`config.mk`:
```
export PLATFORM = sky130hd
export DESIGN_NAME = irq_steer_agg
export DESIGN_NICKNAME = d
export VERILOG_FILES = /design/src/rtl/irqsteer_pkg.sv /design/src/rtl/irqsteer_sync.sv /design/src/rtl/irqsteer_regs.sv /design/src/rtl/irqsteer_merge.sv /design/src/rtl/irq_steer_agg.sv
export SDC_FILE = /design/constraint.sdc
export NUM_CORES = 1
export LEC_CHECK = 0
export BUFFER_PORTS_ARGS = -buffer_cell sky130_fd_sc_hd__buf_4
export CORE_MARGIN = 2
export CORE_UTILIZATION = 44
export CTS_CLUSTER_DIAMETER = 100
export DETAILED_ROUTE_END_ITERATION = 8
export SLEW_MARGIN = 10
export SYNTH_ARGS = -nofsm -noshare
export SYNTH_HDL_FRONTEND = slang
export SYNTH_SLANG_ARGS = --single-unit
```
`constraint.sdc`:
```
create_clock -name clk -period 1.9 [get_ports clk]
set_input_delay 0 -clock clk [delete_from_list [all_inputs] [get_ports clk]]
set_output_delay 0 -clock clk [all_outputs]
set_load 0.05 [all_outputs]
```
`src/rtl/irqsteer_pkg.sv`:
```
package irqsteer_pkg;

   localparam int WORD_BITS    = 32;
   localparam int GROUP_INPUTS = 64;
   localparam int MAX_INPUTS   = 512;

   function automatic int bank_count(input int n_in);
      return n_in / WORD_BITS;
   endfunction

   function automatic int out_count(input int n_in);
      return (n_in + GROUP_INPUTS - 1) / GROUP_INPUTS;
   endfunction

   // flat bit position of input i inside the bank-ordered vector
   function automatic int flat_pos(input int n_banks, input int i);
      return (n_banks - 1 - i / WORD_BITS) * WORD_BITS + (i % WORD_BITS);
   endfunction

endpackage

```
`src/rtl/irqsteer_sync.sv`:
```
module irqsteer_sync #(
   parameter int WIDTH = 32
) (
   input  logic             clk,
   input  logic             rst_n,
   input  logic [WIDTH-1:0] async_in,
   output logic [WIDTH-1:0] sync_out
);

   logic [WIDTH-1:0] meta_q;
   logic [WIDTH-1:0] sync_q;

   always_ff @(posedge clk or negedge rst_n) begin
      if (!rst_n) begin
         meta_q <= '0;
         sync_q <= '0;
      end else begin
         meta_q <= async_in;
         sync_q <= meta_q;
      end
   end

   assign sync_out = sync_q;

endmodule

```
`src/rtl/irqsteer_regs.sv`:
```
module irqsteer_regs #(
   parameter int NUM_IN = 128,
   parameter int ADDR_W = 8,
   parameter int NB     = irqsteer_pkg::bank_count(NUM_IN),
   parameter int NOUT   = irqsteer_pkg::out_count(NUM_IN)
) (
   input  logic             clk,
   input  logic             rst_n,
   input  logic [ADDR_W-1:0] addr,
   input  logic             we,
   input  logic [31:0]      wdata,
   input  logic             re,
   output logic [31:0]      rdata,
   input  logic [NB*32-1:0] status_bk,
   input  logic [NOUT-1:0]  raw_lvl,
   output logic [31:0]      ctrl,
   output logic [NB*32-1:0] mask_bk,
   output logic [NB*32-1:0] set_bk,
   output logic [NOUT-1:0]  out_dis
);

   localparam int WI     = ADDR_W - 2;
   localparam int A_MASK = 1;
   localparam int A_SET  = 1 + NB;
   localparam int A_STAT = 1 + 2 * NB;
   localparam int A_DIS  = 1 + 3 * NB;
   localparam int A_MST  = 2 + 3 * NB;

   logic [WI-1:0]      widx;
   logic [31:0]        ctrl_q;
   logic [NB*32-1:0]   mask_q;
   logic [NB*32-1:0]   set_q;
   logic [NOUT-1:0]    dis_q;
   logic [31:0]        rd_val;
   logic [31:0]        rdata_q;
   logic               ro_hit;

   assign widx = addr[ADDR_W-1:2];

   always_ff @(posedge clk or negedge rst_n) begin
      if (!rst_n) begin
         ctrl_q <= '0;
         mask_q <= '0;
         set_q  <= '0;
         dis_q  <= '0;
      end else if (we) begin
         if (widx == WI'(0)) ctrl_q <= wdata;
         for (int b = 0; b < NB; b++) begin
            if (widx == WI'(A_MASK + b)) mask_q[b*32 +: 32] <= wdata;
            if (widx == WI'(A_SET + b))  set_q[b*32 +: 32]  <= wdata;
         end
         if (widx == WI'(A_DIS)) dis_q <= wdata[NOUT-1:0];
      end
   end

   always_comb begin
      rd_val = '0;
      if (widx == WI'(0)) rd_val = ctrl_q;
      for (int b = 0; b < NB; b++) begin
         if (widx == WI'(A_MASK + b)) rd_val = mask_q[b*32 +: 32];
         if (widx == WI'(A_SET + b))  rd_val = set_q[b*32 +: 32];
         if (widx == WI'(A_STAT + b)) rd_val = status_bk[b*32 +: 32];
      end
      if (widx == WI'(A_DIS)) rd_val[NOUT-1:0] = dis_q;
      if (widx == WI'(A_MST)) rd_val[NOUT-1:0] = raw_lvl;
   end

   always_ff @(posedge clk or negedge rst_n) begin
      if (!rst_n)  rdata_q <= '0;
      else if (re) rdata_q <= rd_val;
   end

   assign ro_hit = (widx >= WI'(A_STAT)) && (widx < WI'(A_DIS)) || (widx == WI'(A_MST));

   AST_RO_WRITE_IGNORED: assert property (@(posedge clk) disable iff (!rst_n)
      (we && ro_hit) |=> ($stable(mask_q) && $stable(set_q) && $stable(ctrl_q) && $stable(dis_q)));

   assign rdata   = rdata_q;
   assign ctrl    = ctrl_q;
   assign mask_bk = mask_q;
   assign set_bk  = set_q;
   assign out_dis = dis_q;

endmodule

```
`src/rtl/irqsteer_merge.sv`:
```
module irqsteer_merge #(
   parameter int NUM_IN  = 128,
   parameter int CHAN_ID = 0,
   parameter int NB      = irqsteer_pkg::bank_count(NUM_IN),
   parameter int NOUT    = irqsteer_pkg::out_count(NUM_IN)
) (
   input  logic             clk,
   input  logic             rst_n,
   input  logic [NUM_IN-1:0] sync_in,
   input  logic [NB*32-1:0] mask_bk,
   input  logic [NB*32-1:0] set_bk,
   input  logic [31:0]      ctrl,
   input  logic [NOUT-1:0]  out_dis,
   output logic [NB*32-1:0] status_bk,
   output logic [NOUT-1:0]  raw_lvl,
   output logic [NOUT-1:0]  irq_out
);

   logic [NUM_IN-1:0] st_in;
   logic [NOUT-1:0]   out_q;
   logic              chan_en;

   for (genvar i = 0; i < NUM_IN; i++) begin : g_in
      localparam int P = irqsteer_pkg::flat_pos(NB, i);
      assign st_in[i]     = (sync_in[i] | set_bk[P]) & mask_bk[P];
      assign status_bk[P] = st_in[i];
   end

   for (genvar k = 0; k < NOUT; k++) begin : g_grp
      localparam int LO = k * irqsteer_pkg::GROUP_INPUTS;
      localparam int HI = (LO + irqsteer_pkg::GROUP_INPUTS > NUM_IN) ?
                          NUM_IN : LO + irqsteer_pkg::GROUP_INPUTS;
      assign raw_lvl[k] = |st_in[HI-1:LO];

      AST_DIS_BLOCKS: assert property (@(posedge clk) disable iff (!rst_n)
         out_dis[k] |=> !irq_out[k]);
      AST_OUT_HAS_CAUSE: assert property (@(posedge clk) disable iff (!rst_n)
         irq_out[k] |-> $past(raw_lvl[k]));
   end

   assign chan_en = ctrl[CHAN_ID];

   always_ff @(posedge clk or negedge rst_n) begin
      if (!rst_n) out_q <= '0;
      else        out_q <= raw_lvl & ~out_dis & {NOUT{chan_en}};
   end

   assign irq_out = out_q;

   AST_CHAN_GATE: assert property (@(posedge clk) disable iff (!rst_n)
      !chan_en |=> (irq_out == '0));

endmodule

```
`src/rtl/irq_steer_agg.sv`:
```
module irq_steer_agg #(
   parameter int NUM_IN  = 128,
   parameter int CHAN_ID = 0,
   parameter int ADDR_W  = 8,
   parameter int NB      = irqsteer_pkg::bank_count(NUM_IN),
   parameter int NOUT    = irqsteer_pkg::out_count(NUM_IN)
) (
   input  logic              clk,
   input  logic              rst_n,
   input  logic [NUM_IN-1:0] irq_in,
   input  logic [ADDR_W-1:0] addr,
   input  logic              we,
   input  logic [31:0]       wdata,
   input  logic              re,
   output logic [31:0]       rdata,
   output logic [NOUT-1:0]   irq_out
);

   if (NUM_IN % 32 != 0 || NUM_IN < 32 || NUM_IN > irqsteer_pkg::MAX_INPUTS) begin : g_bad_in
      $error("NUM_IN must be a multiple of 32 between 32 and 512");
   end
   if (CHAN_ID < 0 || CHAN_ID > 31) begin : g_bad_chan
      $error("CHAN_ID must select a bit of the control word");
   end
   if ((12 * NB + 8) >= (1 << ADDR_W)) begin : g_bad_addr
      $error("ADDR_W too small for the register map");
   end

   logic [NUM_IN-1:0] sync_w;
   logic [NB*32-1:0]  status_w;
   logic [NB*32-1:0]  mask_w;
   logic [NB*32-1:0]  set_w;
   logic [NOUT-1:0]   raw_w;
   logic [NOUT-1:0]   dis_w;
   logic [31:0]       ctrl_w;

   irqsteer_sync #(.WIDTH(NUM_IN)) i_sync (
      .clk      (clk),
      .rst_n    (rst_n),
      .async_in (irq_in),
      .sync_out (sync_w)
   );

   irqsteer_regs #(.NUM_IN(NUM_IN), .ADDR_W(ADDR_W), .NB(NB), .NOUT(NOUT)) i_regs (
      .clk       (clk),
      .rst_n     (rst_n),
      .addr      (addr),
      .we        (we),
      .wdata     (wdata),
      .re        (re),
      .rdata     (rdata),
      .status_bk (status_w),
      .raw_lvl   (raw_w),
      .ctrl      (ctrl_w),
      .mask_bk   (mask_w),
      .set_bk    (set_w),
      .out_dis   (dis_w)
   );

   irqsteer_merge #(.NUM_IN(NUM_IN), .CHAN_ID(CHAN_ID), .NB(NB), .NOUT(NOUT)) i_merge (
      .clk       (clk),
      .rst_n     (rst_n),
      .sync_in   (sync_w),
      .mask_bk   (mask_w),
      .set_bk    (set_w),
      .ctrl      (ctrl_w),
      .out_dis   (dis_w),
      .status_bk (status_w),
      .raw_lvl   (raw_w),
      .irq_out   (irq_out)
   );

endmodule

```
==> results of run 1 <==
==> what timing repair did <==
item	in CTS	in global routing
setup endpoints to repair	6	16
gates cloned	0	0
gates resized for setup	31	24
hold endpoints to repair	1012	0
hold buffers	266	0
pin swaps	10	8
==> logic make-up (layout without fill, tap and decap cells) <==
kind of cell	after synthesis	in the layout
buffers and inverters	119	1038
multiplexers	310	310
AO/OA/AOI/OAI	511	511
AND/OR/NAND/NOR	313	313
flip-flops	580	580
==> layer usage <==
metal	vias to the layer above	track usage, %	part of all wire, %
met1	10000	40.1	39
li1	8644	-	-
met3	210	5.30	6.4
met2	850	53.4	49
met4	2	16.1	5.4
met5	-	0	0.015
==> metrics by stage <==
step / total power, mW / hold WS [ns] / utilization (%)
floorplan: 16.0 / -0.296 / -
global placement: 18.7 / -0.0193 / 55.3
detailed placement: 18.8 / -0.0131 / 55.3
CTS: 31.9 / 0.000106 / 64.6
global route: 33.0 / 0.0111 / 64.7
finish: 31.8 / 0.0176 / 64.7
==> critical path, delay by kind of cell (launching register included) <==
| family | cells | cell delay [ns] |
|---|---|---|
| flip-flops | 1 | 0.43 |
| AO/OA/AOI/OAI | 1 | 0.23 |
| AND/OR/NAND/NOR | 4 | 0.94 |
| buffers and inverters | 1 | 0.18 |
==> Yosys cell counts (19+ instances only) <==
cell type	number	area, um^2
buf_1	20	75.1
a21oi_1	71	355
mux2_2	247	2780
o21ai_0	195	976
mux2_1	47	529
o211ai_1	26	195
nor2_1	85	319
nand4_1	35	219
nor4_1	22	138
nand2_1	46	173
o22ai_1	27	169
nor3_1	65	325
clkbuf_1	42	158
o221ai_1	22	193
a221oi_1	32	280
dfrtp_1	580	14500
buf_2	43	215
a31oi_1	19	119
a211oi_1	35	263
==> power groups by stage <==
stage          Combinational [mW]  Sequential (mW)  Clock [mW]
2_1_floorplan                1.49             14.5           0
3_3_place_gp                 4.24             14.5           0
3_5_place_dp                 4.32             14.5           0
4_1_cts                      4.81             14.3        12.8
5_1_grt                      5.20             14.4        13.4
6_report                     4.90             14.3        12.6
==> layout make-up <==
type / count / area (um^2) / share of cell area [%]
Tap cell: 688 / 861 / 2.53
Timing Repair Buffer: 915 / 7950 / 23.4
Sequential cell: 580 / 14500 / 42.7
Inverter: 11 / 41.3 / 0.121
Clock inverter: 39 / 483 / 1.42
Multi-Input combinational cell: 1134 / 8520 / 25.0
Clock buffer: 73 / 1650 / 4.85
==> state kept, by name, summed over array words and instances, names as in the netlist <==
| register | count |
|---|---|
| i_regs.mask_bk | 128 |
| i_sync.sync_out | 128 |
| i_regs.ctrl | 32 |
| i_regs.set_bk | 128 |
| i_sync.meta_q | 128 |
| i_regs.rdata | 32 |
| i_merge.irq_out | 2 |
| i_regs.out_dis | 2 |
==> path summary, 6_finish.rpt <==
| kind | startpoint | to | slack [ns] | depth (start not counted) |
|---|---|---|---|---|
| min in group asynchronous | rst_n | i_regs.set_bk[80]$_DFFE_PN0P_ | 0.11 | 3 |
| hold / removal | irq_in[116] | i_sync.meta_q[116]$_DFF_PN0_ | 0.02 | 2 |
| setup / recovery | i_sync.sync_out[92]$_DFF_PN0_ | i_merge.irq_out[1]$_DFF_PN0_ | 0.005 | 6 |
| setup reg to reg | i_sync.sync_out[92]$_DFF_PN0_ | i_merge.irq_out[1]$_DFF_PN0_ | 0.005 | 6 |
| max in group asynchronous | rst_n | i_regs.mask_bk[58]$_DFFE_PN0P_ | 1.36 | 3 |
| hold reg to reg | i_sync.meta_q[81]$_DFF_PN0_ | i_sync.sync_out[81]$_DFF_PN0_ | 0.34 | 0 |
==> impl_metrics.csv, run 1 <==
group,metric,value,unit
status,status,"completed",
power,power_density,936,mW/mm^2
timing,tns,0,ns
synthesis,ys_ff_latch,580,
cells_and_area,antenna-diode-count,0,
synthesis,synth.distinct_cells,62,
synthesis,syn-mean-instance-area,12.8,um^2
floorplan,fp.dieW,235,um
power,power_frac_comb,15.4,%
worst_setup_path,slowest_delay,0.43,ns
floorplan,die-area,0.0551,mm^2
timing,setup_ws,0.00497,ns
grt,grt-ovfl-total,0,
timing,max_freq,528,MHz
grt,grt_pass1_wl,131,mm
timing,min_period,1.90,ns
power,p_leak,15.7,nW
detailed_routing,ant_nets,0,
floorplan,core-area,0.0526,mm^2
cells_and_area,design_area,0.0340,mm^2
detailed_routing,wl,87.8,mm
worst_hold_path,hold_class,"in2reg",
cells_and_area,layout-drive-gt1-share,38.8,%
detailed_routing,firstDrtPassIters,5,
placement,dp_hpwl,62.1,mm
clocking,cts_root_buf,"clkbuf_16",
cells_and_area,fillCellCount,4034,
worst_setup_path,critPathKind,"reg2reg",
clocking,clockBufferDepth,3,
placement,gp_congestion,0.966,
power,p_seq_share,45.0,%
grt,grt_max_degree,69,
timing,rsz0062_at_grt,"true",
placement,pre_cts_ws,-0.479,ns
placement,placement.cell_area,0.0291,mm^2
grt,grt_usage,31.9,%
synthesis,synth_flop_cell,"dfrtp_1",
worst_setup_path,cp_cell_sequence,"o21ai_1, buf_4, nand4_1, nor4_1, nand4_1, and3b_2",
power,swShare,26.6,%
detailed_routing,drt_iter0_markers,1603,
synthesis,postSynthCellCount,1833,
floorplan,initial_core_util,44.6,%
power,internal_power,23.4,mW
detailed_routing,vias,19700,
timing,setup_viol,0,
floorplan,die_y,235,um
clocking,numCtsBuffers,60,
detailed_routing,routed_via_density,5.74,
power,switching_power,8.47,mW
worst_setup_path,endpoint_kind,"flip-flop",
cells_and_area,final_common_cell,"buf_4",
detailed_routing,drc,0,
timing,hold_violations,0,
power,ir_drop,0.817,mV
grt,antenna_found_initial,1,
clocking,cts.sink_count,580,
worst_setup_path,cp-start-kind,"flip-flop",
cells_and_area,area.growth.synth_to_final,45.3,%
synthesis,synth_edf_count,0,
clocking,cts_setup_buffers,0,
clocking,cts_tree,"yes",
worst_setup_path,cpMostUsedCell,"nand4_1",
timing,finalMaxSlewViolations,0,
placement,port_buffers,203,
cells_and_area,fin_cells,3440,
cells_and_area,nets,2874,
clocking,insertion_delay,0.65,ns
synthesis,synth_fp_nets,2005,
synthesis,synthArstFlopShare,100,%
timing,max_slew.worst_pin.slew,0.661,ns
timing,finalCritPeriodShare,99.7,%
synthesis,netlist_area,0.0234,mm^2
synthesis,synth_top_family_by_area,"multiplexers",
detailed_routing,wl_per_cell,25.5,um
synthesis,yosysSeqAreaShare,62.0,%
floorplan,ios,206,
worst_setup_path,worst-endpoint-required,2.41,ns
synthesis,synth_xor_area_share,0,%
worst_setup_path,cpMaxStageDelayCell,"dfrtp_1",
grt,grt_pass1_vias,20700,
synthesis,synth_compound_area_share,13.9,%
timing,fin_skew,0.0174,ns
synthesis,yosys.area_share.adder,0,%
clocking,clk_pin_slew_worst_paths,0.06,ns
timing,slew_headroom,55.9,%
power,clockPowerShare,39.6,%
synthesis,yosys_warnings,0,
floorplan,rows,84,
synthesis,yosys.area_share.simple,7.16,%
worst_setup_path,crit_fanout,2,
cells_and_area,layout_common_cells,"buf_4 (616), dfrtp_1 (579), dlygate4sd3_1 (265)",
worst_setup_path,cp.arrival,2.41,ns
job,cap_violations,0,
clocking,htree_levels,2,
placement,dp_cells,3062,
synthesis,synth_mux_area_share,14.8,%
No activity file was read; power rests on OpenSTA's default activity.
==> run 2: changes to the inputs <==
--- a/config.mk
+++ b/config.mk
@@ -10,6 +10,7 @@
 export CORE_UTILIZATION = 44
 export CTS_CLUSTER_DIAMETER = 100
 export DETAILED_ROUTE_END_ITERATION = 8
+export MAX_ROUTING_LAYER = met4
 export SLEW_MARGIN = 10
 export SYNTH_ARGS = -nofsm -noshare
 export SYNTH_HDL_FRONTEND = slang
==> run 2 against run 1 <==
  * The run now ends with negative setup slack left
  * Worst hold slack got worse by 0.0042 ns
  * Combinational power shrank 1%
  * Clock skew is 0.011 ns higher
  * Final cell count fell by 0.47%
  * Setup slack worse by 0.12 ns
  * Maximum frequency is 6.0% lower
  * Non-clock buffer count down 20
  * Largest power group unchanged
==> impl_metrics.csv, run 2 (synthesis gave the netlist of run 1 again) <==
group,metric,value,unit
clocking,clockBufferDepth,3,
power,p_leak,15.6,nW
floorplan,die-area,0.0551,mm^2
worst_setup_path,endpoint,"i_merge.irq_out[1]$_DFF_PN0_",
timing,finalCritPeriodShare,106,%
clocking,clk_pin_slew_worst_paths,0.06,ns
worst_setup_path,worst-path-stages,6,
worst_hold_path,hold_class,"in2reg",
detailed_routing,wl,87.9,mm
worst_setup_path,cpMostUsedCell,"nand4_1",
clocking,insertion_delay,0.64,ns
worst_setup_path,crit_fanout,2,
floorplan,rows,84,
worst_setup_path,slowest_delay,0.45,ns
worst_setup_path,r2r-end,"i_merge.irq_out[1]$_DFF_PN0_",
worst_setup_path,worst-endpoint-required,2.39,ns
placement,gp_congestion,0.969,
worst_setup_path,critPathKind,"reg2reg",
clocking,cts_root_buf,"clkbuf_16",
cells_and_area,finalCoreUtilization,64.2,%
timing,max_slew.worst_pin.slew,0.699,ns
worst_hold_path,min_from,"irq_in[79]",
detailed_routing,drt_iter0_markers,1665,
cells_and_area,design_area,0.0337,mm^2
detailed_routing,ant_nets,0,
worst_setup_path,crit_family,"simple AND/OR/NAND/NOR gates",
grt,grt_usage,32.9,%
status,violations,"negative setup slack",
worst_setup_path,r2r_slack,-0.12,ns
floorplan,fp.dieW,235,um
placement,pre_cts_ws,-0.392,ns
floorplan,core-area,0.0526,mm^2
power,power_density,929,mW/mm^2
detailed_routing,wl_per_cell,25.7,um
placement,port_buffers,203,
clocking,cts.sink_count,580,
worst_setup_path,critPathLaunch,"i_sync.sync_out[92]$_DFF_PN0_",
timing,rsz0062_at_grt,"true",
grt,grt_pass1_wl,131,mm
cells_and_area,nets,2854,
worst_setup_path,r2r_start,"i_sync.sync_out[92]$_DFF_PN0_",
timing,finalMaxSlewViolations,0,
cells_and_area,area.growth.synth_to_final,44.0,%
placement,dp_hpwl,62.2,mm
job,cap_violations,0,
worst_setup_path,cp.arrival,2.51,ns
timing,max_freq,496,MHz
timing,hold_ws,0.0135,ns
placement,placement.cell_area,0.0290,mm^2
timing,slew_headroom,53.4,%
clocking,numCtsBuffers,60,
timing,setup_viol,3,
cells_and_area,final_common_cell,"buf_4",
floorplan,initial_core_util,44.6,%
detailed_routing,drc,0,
floorplan,die_y,235,um
grt,grt_pass1_vias,20600,
worst_setup_path,cp_cell_sequence,"o21ai_2, buf_6, nand4_1, nor4_2, nand4_1, and3b_2",
clocking,htree_levels,2,
power,ir_drop,0.783,mV
cells_and_area,layout_common_cells,"buf_4 (615), dfrtp_1 (580), dlygate4sd3_1 (249)",
worst_setup_path,reg2reg_depth,6,
timing,fin_skew,0.0284,ns
worst_setup_path,cp-start-kind,"flip-flop",
worst_setup_path,path_buf_inv,1,
grt,grt_max_degree,107,
worst_setup_path,cpMaxStageDelayCell,"dfrtp_1",
status,status,"complete, but fails checks",
grt,antenna_found_initial,3,
worst_setup_path,endpoint_kind,"flip-flop",
floorplan,ios,206,
detailed_routing,vias,19600,
timing,setup_ws,-0.117,ns
timing,hold_violations,0,
detailed_routing,routed_via_density,5.72,
cells_and_area,fillCellCount,4041,
detailed_routing,firstDrtPassIters,6,
cells_and_area,layout-drive-gt1-share,38.9,%
worst_hold_path,holdPathStages,2,
timing,min_period,2.02,ns
grt,grt-ovfl-total,0,
clocking,cts_tree,"yes",
run 2: cell types whose count changed in the layout (fill, tap and decap cells not counted), moves of 4 or more:
| cell | change |
|---|---|
| o21ai_0 | +6 |
| clkbuf_8 | -7 |
| o21ai_1 | -5 |
| clkinvlp_4 | +4 |
| dlygate4sd3_1 | -16 |
| clkbuf_1 | +4 |
run 2: routing by layer:
layer  global-route usage, %  up-vias  share of wire [%]
li1                        -     8600                  -
met1                    40.3    10000                 40
met2                    54.1      743                 49
met3                    4.52      215                5.4
met4                    15.8        0                5.5
met5                       -        -                  0
run 2: per-stage QoR:
step                      total power, mW  cells  setup TNS [ns]
after detailed placement             18.8   3056          -39.81
after global placement               18.7   3056          -36.16
after floorplan                      16.0   1833               0
final                                31.3   3424          -0.209
after CTS                            31.4   3419         -0.0819
after global routing                 32.5   3424          -0.445
run 2: layout make-up:
cell class,count,area (um^2),share of cell area (%)
flip-flops and latches,580,14500,43.0
multi-input cells,1134,8540,25.3
repair buffers,895,7720,22.9
clock buffers,72,1620,4.80
diodes,3,7.51,0.0223
well taps,688,861,2.55
clock inverters,41,428,1.27
inverters,11,41.3,0.122
run 2: worst min-delay path by stage:
stage                                               to  slack (ns)
after floorplan           i_merge.irq_out[0]$_DFF_PN0_       -0.30
after global placement     i_sync.meta_q[10]$_DFF_PN0_       -0.14
after detailed placement   i_sync.meta_q[10]$_DFF_PN0_       -0.14
after CTS                 i_sync.meta_q[117]$_DFF_PN0_      0.0006
after global routing       i_sync.meta_q[55]$_DFF_PN0_       0.002
final                      i_sync.meta_q[79]$_DFF_PN0_        0.01
run 2: what timing repair did:
action / CTS / global route
hold buffers: 249 / 0
endpoints found under the hold margin: 1006 / 0
pin swaps: 12 / 16
setup endpoints to repair: 6 / 17
resized for setup: 26 / 27
setup buffers: 1 / 2
run 2: worst reg2reg max path: cells and delay by family (launching register included):
kind / cells / cell delay [ns]
AO/OA/AOI/OAI: 1 / 0.19
AND/OR/NAND/NOR: 4 / 1.11
flip-flops: 1 / 0.45
buffers and inverters: 1 / 0.14
run 2: power breakdown:
part	internal, mW	switching [mW]	total, mW
Clock	6.94	5.23	12.2
Sequential	13.5	0.793	14.3
Combinational	2.49	2.36	4.85
Total	22.9	8.38	31.3
==> run 3: changes to the inputs <==
--- a/config.mk
+++ b/config.mk
@@ -6,7 +6,7 @@
 export NUM_CORES = 1
 export LEC_CHECK = 0
 export BUFFER_PORTS_ARGS = -buffer_cell sky130_fd_sc_hd__buf_4
-export CORE_MARGIN = 2
+export CORE_MARGIN = 3
 export CORE_UTILIZATION = 44
 export CTS_CLUSTER_DIAMETER = 100
 export DETAILED_ROUTE_END_ITERATION = 8
==> run 3 against run 2 <==
  * The run still ends with negative setup slack left
  * Design area decreased by 0.10%
  * First-iteration DRC count increased by 9.5%
  * Largest cell class unchanged
  * Non-clock buffer count decreased by 18
==> impl_metrics.csv, run 3 (synthesis gave the netlist of run 1 again) <==
group,metric,value,unit
status,status,"complete, but fails checks",
status,violations,"negative setup slack",
timing,rsz0062_at_grt,"true",
floorplan,fp.dieW,237,um
timing,setup_viol,3,
job,cap_violations,0,
cells_and_area,design_area,0.0337,mm^2
worst_setup_path,worst-endpoint-required,2.39,ns
clocking,cts_tree,"yes",
detailed_routing,routed_via_density,5.78,
timing,slew_headroom,59.1,%
timing,min_period,2.01,ns
power,power_density,952,mW/mm^2
detailed_routing,wl_met3,5.48,mm
worst_setup_path,critPathKind,"reg2reg",
detailed_routing,firstDrtPassIters,5,
worst_setup_path,endpoint_kind,"flip-flop",
cells_and_area,layout-drive-gt1-share,38.9,%
worst_setup_path,cp_cell_sequence,"o21ai_0, nand4_1, buf_4, nor4_4, nand4_1, and3b_2",
detailed_routing,ant_nets,0,
grt,grt_max_degree,103,
clocking,htree_levels,2,
cells_and_area,finalCoreUtilization,64.8,%
grt,grt_pass1_vias,21000,
worst_setup_path,cp-start-kind,"flip-flop",
worst_setup_path,cpMostUsedCell,"nand4_1",
timing,fin_skew,0.0240,ns
clocking,clockBufferDepth,3,
detailed_routing,dr_wl_met2,44.7,mm
power,p_leak,15.5,nW
cells_and_area,area.growth.synth_to_final,43.9,%
cells_and_area,layout_common_cells,"buf_4 (612), dfrtp_1 (579), mux2_2 (247)",
clocking,clk_pin_slew_worst_paths,0.06,ns
worst_setup_path,path_buf_inv,1,
clocking,cts_root_buf,"clkbuf_16",
detailed_routing,top_layer,"met4",
floorplan,initial_core_util,45.0,%
placement,placement.cell_area,0.0290,mm^2
detailed_routing,wl_per_cell,26.3,um
grt,grt-ovfl-total,0,
power,ir_drop,1.06,mV
cells_and_area,final_common_cell,"buf_4",
floorplan,rows,83,
timing,max_freq,498,MHz
worst_setup_path,cp.arrival,2.50,ns
worst_setup_path,cpMaxStageDelayCell,"dfrtp_1",
cells_and_area,nets,2836,
clocking,cts.sink_count,580,
placement,port_buffers,203,
detailed_routing,drt_iter0_markers,1824,
detailed_routing,wl,89.3,mm
detailed_routing,vias,19600,
floorplan,core-area,0.0520,mm^2
detailed_routing,wl_met1,34.1,mm
timing,max_slew.worst_pin.slew,0.614,ns
worst_setup_path,crit_family,"simple AND/OR/NAND/NOR gates",
worst_setup_path,slowest_delay,0.41,ns
clocking,numCtsBuffers,60,
floorplan,ios,206,
cells_and_area,fillCellCount,3935,
timing,finalMaxSlewViolations,0,
timing,hold_violations,0,
floorplan,die-area,0.0560,mm^2
timing,finalCritPeriodShare,106,%
placement,dp_hpwl,63.1,mm
timing,hold_ws,0.0246,ns
detailed_routing,drc,0,
grt,grt_pass1_wl,132,mm
grt,antenna_found_initial,3,
worst_hold_path,hold_class,"in2reg",
worst_setup_path,crit_fanout,3,
floorplan,die_y,237,um
clocking,insertion_delay,0.63,ns
cells_and_area,regArea,0.0145,mm^2
timing,setup_ws,-0.106,ns
grt,grt_usage,32.8,%
placement,gp_congestion,0.985,
cells_and_area,multiInputGateArea,0.00858,mm^2
## run 3: worst paths after layout
check                                              start                       endpoint  slack (ns)  cells after the start
max                        i_regs.set_bk[49]$_DFFE_PN0P_   i_merge.irq_out[1]$_DFF_PN0_       -0.11                      6
min                                          irq_in[115]   i_sync.meta_q[115]$_DFF_PN0_        0.02                      2
max reg2reg                i_regs.set_bk[49]$_DFFE_PN0P_   i_merge.irq_out[1]$_DFF_PN0_       -0.11                      6
min reg2reg                  i_sync.meta_q[45]$_DFF_PN0_  i_sync.sync_out[45]$_DFF_PN0_        0.34                      0
max in group asynchronous                          rst_n  i_sync.sync_out[21]$_DFF_PN0_        1.15                      3
min in group asynchronous                          rst_n     i_sync.meta_q[4]$_DFF_PN0_        0.11                      3
## run 3: cell type report
type / count / share of cell area [%]
sequential: 580 / 43.1
inverter: 11 / 0.123
clock inverter: 42 / 1.79
clock buffer: 69 / 4.65
timing repair buffer: 877 / 22.4
antenna: 4 / 0.0297
multi-input combinational: 1134 / 25.5
tap: 680 / 2.53
## run 3: where the power goes
part	switching [mW]	internal (mW)
clock	5.19	7.72
sequential	0.843	13.5
combinational	2.37	2.44
total	8.40	23.7
## run 3: layer usage
metal / up-vias / GRT usage (%)
met2: 843 / 55.0
met5: - / -
met3: 249 / 4.68
met1: 10000 / 38.9
li1: 8536 / -
met4: 0 / 16.2
## run 3: what timing repair did
action,4_1_cts,5_1_grt
endpoints found under the setup margin,14,16
hold buffers,235,2
hold endpoints to repair,1019,1
setup buffers,0,1
pin swaps,13,25
gates resized for setup,38,20
## run 3: per-stage QoR
stage               setup slack (ns)  TNS, ns  std cells  total power [mW]
global route                  -0.165   -0.509       3396              33.2
global placement              -0.282   -12.62       3046              18.7
detailed placement            -0.299   -16.06       3046              18.8
finish                        -0.106   -0.258       3397              32.1
CTS                          -0.0865   -0.198       3391              32.1
floorplan                    0.00471        0       1833              16.0
